**config.mk**
```make
export PLATFORM = sky130hd
export DESIGN_NAME = xge_rx_mac
export DESIGN_NICKNAME = d
export VERILOG_FILES = /design/src/rtl/xrx_pkg.sv /design/src/rtl/xrx_lane_scan.sv /design/src/rtl/xrx_crc_word.sv /design/src/rtl/xge_rx_mac.sv
export SDC_FILE = /design/constraint.sdc
export NUM_CORES = 1
export LEC_CHECK = 0
export CORE_MARGIN = 2
export CORE_UTILIZATION = 65
export CTS_BUF_LIST = sky130_fd_sc_hd__clkbuf_16
export CTS_CLUSTER_SIZE = 12
export DETAILED_ROUTE_END_ITERATION = 6
export DONT_BUFFER_PORTS = 1
export PLACE_DENSITY = 0.88
export SYNTH_ARGS = -nofsm -noshare
export SYNTH_HDL_FRONTEND = slang
export SYNTH_SLANG_ARGS = --single-unit
export TNS_END_PERCENT = 100
```
**constraint.sdc**
```tcl
create_clock -name clk -period 19.2 [get_ports clk]
set_input_delay 0.96 -clock clk [delete_from_list [all_inputs] [get_ports clk]]
set_output_delay 0.96 -clock clk [all_outputs]
set_load 0.02 [all_outputs]
```
**src/rtl/xrx_pkg.sv**
```systemverilog
package xrx_pkg;
  localparam logic [7:0]  CH_START = 8'hFB;
  localparam logic [7:0]  CH_TERM  = 8'hFD;
  localparam logic [7:0]  CH_PRE   = 8'h55;
  localparam logic [7:0]  CH_SFD   = 8'hD5;
  localparam logic [31:0] CRC_INIT = 32'hFFFF_FFFF;
  localparam logic [31:0] CRC_POLY = 32'hEDB8_8320;
  // Register value left after a frame and its own check bytes are absorbed
  localparam logic [31:0] CRC_GOOD = 32'hDEBB_20E3;

  // Absorb one byte into the reflected CRC register
  function automatic logic [31:0] crc_byte(input logic [31:0] c, input logic [7:0] b);
    logic [31:0] r;
    r = c ^ {24'h0, b};
    for (int k = 0; k < 8; k++) r = r[0] ? ((r >> 1) ^ CRC_POLY) : (r >> 1);
    return r;
  endfunction
endpackage

```
**src/rtl/xrx_lane_scan.sv**
```systemverilog
module xrx_lane_scan import xrx_pkg::*; #(
  parameter int LANES = 8,
  localparam int DW = LANES * 8,
  localparam int LW = $clog2(LANES)
) (
  input  logic [DW-1:0]    data,
  input  logic [LANES-1:0] ctrl,
  output logic             is_start,
  output logic             has_term,
  output logic [LW:0]      term_lane,
  output logic             ctl_err
);
  always_comb begin
    has_term  = 1'b0;
    term_lane = (LW+1)'(LANES);
    for (int i = LANES - 1; i >= 0; i--) begin
      if (ctrl[i] && data[8*i +: 8] == CH_TERM) begin
        has_term  = 1'b1;
        term_lane = (LW+1)'(i);
      end
    end
  end

  // Any control lane ahead of the terminate lane is an in-frame error
  always_comb begin
    ctl_err = 1'b0;
    for (int i = 0; i < LANES; i++)
      if (ctrl[i] && ((LW+1)'(i) < term_lane)) ctl_err = 1'b1;
  end

  always_comb begin
    is_start = (ctrl == {{(LANES-1){1'b0}}, 1'b1}) && (data[7:0] == CH_START)
               && (data[DW-1 -: 8] == CH_SFD);
    for (int i = 1; i < LANES - 1; i++)
      if (data[8*i +: 8] != CH_PRE) is_start = 1'b0;
  end
endmodule

```
**src/rtl/xrx_crc_word.sv**
```systemverilog
module xrx_crc_word import xrx_pkg::*; #(
  parameter int LANES = 8,
  localparam int DW = LANES * 8,
  localparam int LW = $clog2(LANES)
) (
  input  logic [31:0]   crc_in,
  input  logic [DW-1:0] data,
  input  logic [LW:0]   nbytes,
  output logic [31:0]   crc_out
);
  always_comb begin
    crc_out = crc_in;
    for (int i = 0; i < LANES; i++)
      if ((LW+1)'(i) < nbytes) crc_out = crc_byte(crc_out, data[8*i +: 8]);
  end
endmodule

```
**src/rtl/xge_rx_mac.sv**
```systemverilog
module xge_rx_mac import xrx_pkg::*; #(
  parameter int LANES = 8,
  parameter int FCS_BYTES = 4,
  localparam int DW = LANES * 8,
  localparam int LW = $clog2(LANES)
) (
  input  logic             clk,
  input  logic             rst,
  input  logic [DW-1:0]    rx_data,
  input  logic [LANES-1:0] rx_ctrl,
  output logic [DW-1:0]    m_tdata,
  output logic [LANES-1:0] m_tkeep,
  output logic             m_tvalid,
  output logic             m_tlast,
  output logic             m_tuser,
  output logic             err_frame,
  output logic             err_fcs
);
  function automatic logic [LANES-1:0] keep_low(input int n);
    logic [LANES-1:0] k;
    k = '0;
    for (int i = 0; i < LANES; i++) k[i] = (i < n);
    return k;
  endfunction

  logic             in_frame, have_prev, err_q;
  logic [DW-1:0]    prev_data;
  logic [31:0]      crc_q, crc_next;
  logic             tail_pend, tail_user, tail_fcs;
  logic [DW-1:0]    tail_data;
  logic [LANES-1:0] tail_keep;

  logic             is_start, has_term, ctl_err;
  logic [LW:0]      term_lane, feed_n;
  int               term_int;

  xrx_lane_scan #(.LANES(LANES)) u_scan (
    .data(rx_data), .ctrl(rx_ctrl), .is_start(is_start),
    .has_term(has_term), .term_lane(term_lane), .ctl_err(ctl_err)
  );

  assign feed_n = has_term ? term_lane : (LW+1)'(LANES);

  xrx_crc_word #(.LANES(LANES)) u_crc (
    .crc_in(crc_q), .data(rx_data), .nbytes(feed_n), .crc_out(crc_next)
  );

  // Named events for the checker
  logic ev_start, ev_term, ev_runt, crc_bad, frm_bad, bad_any, fcs_only;
  assign ev_start = !in_frame && is_start;
  assign ev_term  = in_frame && has_term;
  assign ev_runt  = ev_term && !have_prev;
  assign crc_bad  = (crc_next != CRC_GOOD);
  assign frm_bad  = err_q | ctl_err;
  assign bad_any  = frm_bad | crc_bad;
  assign fcs_only = crc_bad & ~frm_bad;
  assign term_int = int'(term_lane);

  always_ff @(posedge clk) begin
    if (rst) begin
      in_frame  <= 1'b0;
      have_prev <= 1'b0;
      err_q     <= 1'b0;
      prev_data <= '0;
      crc_q     <= CRC_INIT;
      tail_pend <= 1'b0;
      tail_user <= 1'b0;
      tail_fcs  <= 1'b0;
      tail_data <= '0;
      tail_keep <= '0;
      m_tdata   <= '0;
      m_tkeep   <= '0;
      m_tvalid  <= 1'b0;
      m_tlast   <= 1'b0;
      m_tuser   <= 1'b0;
      err_frame <= 1'b0;
      err_fcs   <= 1'b0;
    end else begin
      m_tvalid  <= 1'b0;
      m_tlast   <= 1'b0;
      m_tuser   <= 1'b0;
      err_frame <= 1'b0;
      err_fcs   <= 1'b0;
      tail_pend <= 1'b0;
      if (tail_pend) begin
        m_tvalid  <= 1'b1;
        m_tdata   <= tail_data;
        m_tkeep   <= tail_keep;
        m_tlast   <= 1'b1;
        m_tuser   <= tail_user;
        err_frame <= tail_user;
        err_fcs   <= tail_fcs;
      end
      if (!in_frame) begin
        if (is_start) begin
          in_frame  <= 1'b1;
          have_prev <= 1'b0;
          err_q     <= 1'b0;
          crc_q     <= CRC_INIT;
        end
      end else if (!has_term) begin
        crc_q     <= crc_next;
        err_q     <= frm_bad;
        prev_data <= rx_data;
        have_prev <= 1'b1;
        if (have_prev) begin
          m_tvalid <= 1'b1;
          m_tdata  <= prev_data;
          m_tkeep  <= '1;
        end
      end else begin
        in_frame <= 1'b0;
        if (!have_prev) begin
          err_frame <= 1'b1;
        end else if (term_int > FCS_BYTES) begin
          // Held word is full; the remainder follows as a tail beat
          m_tvalid  <= 1'b1;
          m_tdata   <= prev_data;
          m_tkeep   <= '1;
          tail_pend <= 1'b1;
          tail_data <= rx_data;
          tail_keep <= keep_low(term_int - FCS_BYTES);
          tail_user <= bad_any;
          tail_fcs  <= fcs_only;
        end else begin
          m_tvalid  <= 1'b1;
          m_tdata   <= prev_data;
          m_tkeep   <= keep_low(term_int + LANES - FCS_BYTES);
          m_tlast   <= 1'b1;
          m_tuser   <= bad_any;
          err_frame <= bad_any;
          err_fcs   <= fcs_only;
        end
      end
    end
  end
endmodule

```
==> insert_results.sql <==
INSERT INTO impl_metrics (metric_group, metric, value, unit) VALUES
('cells_and_area', 'number_of_nets_in_the_layout', '2648', ''),
('clocking', 'clkLatencyLatePin', '0.53', 'ns'),
('clocking', 'resize_count_post_cts', '0', ''),
('floorplanning', 'die_outline_area', '0.0364', 'sq mm'),
('setup_path', 'setup.worst_path.start_class', 'primary input', ''),
('min_path', 'worst_hold_check_path_type', 'reg2reg', ''),
('setup_path', 'worstPathRequired', '19.59', 'ns'),
('synthesis', 'synth_enable_flop_cells', '0', ''),
('synthesis', 'synth.top_cells.by_area', 'sky130_fd_sc_hd__dfxtp_1, sky130_fd_sc_hd__xnor2_1, sky130_fd_sc_hd__xnor3_1', ''),
('setup_path', 'critPathLaunch', 'rx_data[9]', ''),
('sta', 'hold_ws', '0.448', 'ns'),
('setup_path', 'setup.worst_path.class', 'in2reg', ''),
('clocking', 'clkTransAtPathRegs', '0.06', 'ns'),
('clocking', 'tritoncts_num_sinks', '251', ''),
('setup_path', 'worst_path_dominant_cell_family', 'XOR/XNOR gates', ''),
('min_path', 'min_delay_worst_endpoint', 'tail_data[5]', ''),
('setup_path', 'critical_path.endpoint_type', 'flop', ''),
('detailed_routing', 'drt_first_pass_iters', '6', ''),
('synthesis', 'synth.net_count', '2792', ''),
('detailed_routing', 'route.antenna.remaining_nets', '0', ''),
('clocking', 'htree_num_levels', '1', ''),
('sta', 'setup_total_negative_slack', '0', 'ns'),
('placement', 'finalWeightedCongestion', '1.04', ''),
('global_route', 'grt-busiest-layer', 'met2', ''),
('cells_and_area', 'area_delta_synth_final', '3.38', '%'),
('cells_and_area', 'final_cell_mix', 'sky130_fd_sc_hd__nand2_1, sky130_fd_sc_hd__xnor2_1, sky130_fd_sc_hd__dfxtp_1, sky130_fd_sc_hd__nor2_1, sky130_fd_sc_hd__a21oi_1', ''),
('global_route', 'grt_antenna_before_repair', '0', ''),
('flow_run', 'max_cap_violations', '0', ''),
('sta', 'achievable-frequency', '76.2', 'MHz'),
('sta', 'slew_violations', '0', ''),
('cells_and_area', 'share_of_post_route_cells_with_drive_strength_above_1', '7.38', '%'),
('sta', 'hold_viol', '0', ''),
('floorplanning', 'io_pins', '151', ''),
('synthesis', 'post_synth_instance_area', '0.0227', 'sq mm'),
('synthesis', 'synth-seq-cells', '251', ''),
('global_route', 'grt_start_max_net_pins', '255', ''),
('clocking', 'max_root_sink_buffers', '3', ''),
('floorplanning', 'placementRows', '68', ''),
('sta', 'layout_setup_ws', '6.07', 'ns'),
('clocking', 'numCtsBuffers', '26', ''),
('floorplanning', 'core_box_area', '0.0345', 'sq mm'),
('setup_path', 'timing.critical_path.arrival', '13.52', 'ns'),
('clocking', 'cts_setup_buffers', '0', ''),
('placement', 'portBuffers', '0', ''),
('cells_and_area', 'mostFrequentLayoutCell', 'sky130_fd_sc_hd__nand2_1', ''),
('placement', 'hpwl_after_detailed_placement', '59300', 'um'),
('sta', 'finalSetupViolations', '0', ''),
('synthesis', 'synth_top_area_share', '22.2', '%'),
('detailed_routing', 'via_count', '20500', ''),
('cells_and_area', 'final_design_area_no_fill', '0.0234', 'sq mm'),
('cells_and_area', 'ant_diodes', '0', ''),
('setup_path', 'r2r_slack', '6.61', 'ns'),
('synthesis', 'synth.yosys.seq_area_share', '22.2', '%'),
('detailed_routing', 'routed_wl', '79200', 'um'),
('sta', 'worst_slew_margin_rel', '18.1', '%'),
('synthesis', 'cell_type_with_the_largest_total_area_after_synthesis', 'sky130_fd_sc_hd__dfxtp_1', ''),
('setup_path', 'r2r_end', 'tail_user', ''),
('sta', 'timing.clock.skew', '0.0101', 'ns'),
('detailed_routing', 'via_per_inst', '6.76', ''),
('global_route', 'groute.layer.met2.usage', '66.7', '%'),
('setup_path', 'critical_path.reg2reg.startpoint', 'crc_q[1]', ''),
('setup_path', 'critical_path.most_common_cell', 'sky130_fd_sc_hd__xnor2_1', ''),
('setup_path', 'timing.critical_path.buf_inv', '1', ''),
('setup_path', 'r2r_cells', '32', ''),
('clocking', 'tritoncts_clock_tree', 'done', ''),
('global_route', 'grt_remaining_overflow', '0', ''),
('clocking', 'clockRootBuffer', 'sky130_fd_sc_hd__clkbuf_16', ''),
('status', 'run_status', 'finished, final reports clean', ''),
('min_path', 'hold-path-cell-count', '2', ''),
('detailed_routing', 'drt_drc_violations_left', '0', ''),
('floorplanning', 'die_width', '191', 'um');
==> logic make-up (layout without fill, tap and decap cells) <==
| family | count (synthesis) | in the layout | share of synthesized area, % |
|---|---|---|---|
| multiplexers | 158 | 158 | 7.13 |
| AND/OR/NAND/NOR | 936 | 936 | 19.1 |
| flip-flops | 251 | 251 | 22.2 |
| adder cells (fa/ha/maj) | 6 | 6 | 0.331 |
| buffers and inverters | 213 | 76 | 3.86 |
| XOR/XNOR | 574 | 574 | 30.5 |
| AO/OA/AOI/OAI | 574 | 574 | 16.9 |
==> registers in the layout, summed over array words and instances (netlist names) <==
| register | flops |
|---|---|
| crc_q | 32 |
| err_fcs | 1 |
| err_frame | 1 |
| err_q | 1 |
| have_prev | 1 |
| in_frame | 1 |
| m_tdata | 64 |
| m_tkeep | 8 |
| m_tlast | 1 |
| m_tuser | 1 |
| m_tvalid | 1 |
| prev_data | 64 |
| tail_data | 64 |
| tail_fcs | 1 |
| tail_keep | 8 |
| tail_pend | 1 |
| tail_user | 1 |
==> routing by layer <==
metal  vias up  wire, um  part of all wire [%]
li1       9099         -                     -
met1      9752     30000                    38
met2      1332     35700                    45
met3       290      8560                    11
met4         0      4910                   6.2
met5         -         0                     0
==> synthesized netlist by cell type, drive strengths merged (5+ instances only) <==
cell,count
nand2,413
xnor2,335
dfxtp,251
nor2,236
a21oi,227
clkbuf,152
mux2i,143
xor2,124
a211oi,100
xnor3,93
o21ai,67
buf,52
nand3,48
nor3,43
nand2b,42
xor3,22
o211ai,21
nand4,19
nor2b,18
o22ai,18
a21o,17
and3,17
nor4,17
or2,17
o21a,16
mux2,15
and2,14
a31oi,13
or3,13
a2111oi,9
a21boi,9
nand3b,9
o32ai,9
inv,7
o2111ai,7
o211a,7
or4,7
ha,6
a221oi,5
a311oi,5
nand4b,5
nor3b,5
o21bai,5
==> worst max path at each step <==
stage	to	slack, ns
6_report	tail_user	6.07
5_1_grt	err_frame	5.52
4_1_cts	tail_user	5.71
3_5_place_dp	tail_user	5.17
3_3_place_gp	tail_user	5.53
2_1_floorplan	tail_user	6.90
==> stage by stage <==
step                instances  util (%)
floorplan                2712         -
global placement         2994      65.9
detailed placement       2994      65.9
CTS                      3029      68.0
global route             3030      68.0
finish                   3030      68.0
==> tightest hold or removal path: stages, from the launching register on <==
cell and delay (ns):
sky130_fd_sc_hd__dfxtp_1 0.31, sky130_fd_sc_hd__nand2_1 0.05, sky130_fd_sc_hd__a21oi_1 0.05
==> final cells by class <==
class | count | area, sq um
clock buffers | 27 | 676
repair buffers | 32 | 240
clock inverters | 8 | 43.8
multi-input cells | 2248 | 16900
inverters | 9 | 33.8
fillers | 2800 | 11000
well taps | 455 | 569
flip-flops and latches | 251 | 5030
Power is left out: the tool's default activity adds up to more than one toggle a clock period on the data nets, which glitch-free logic cannot reach.
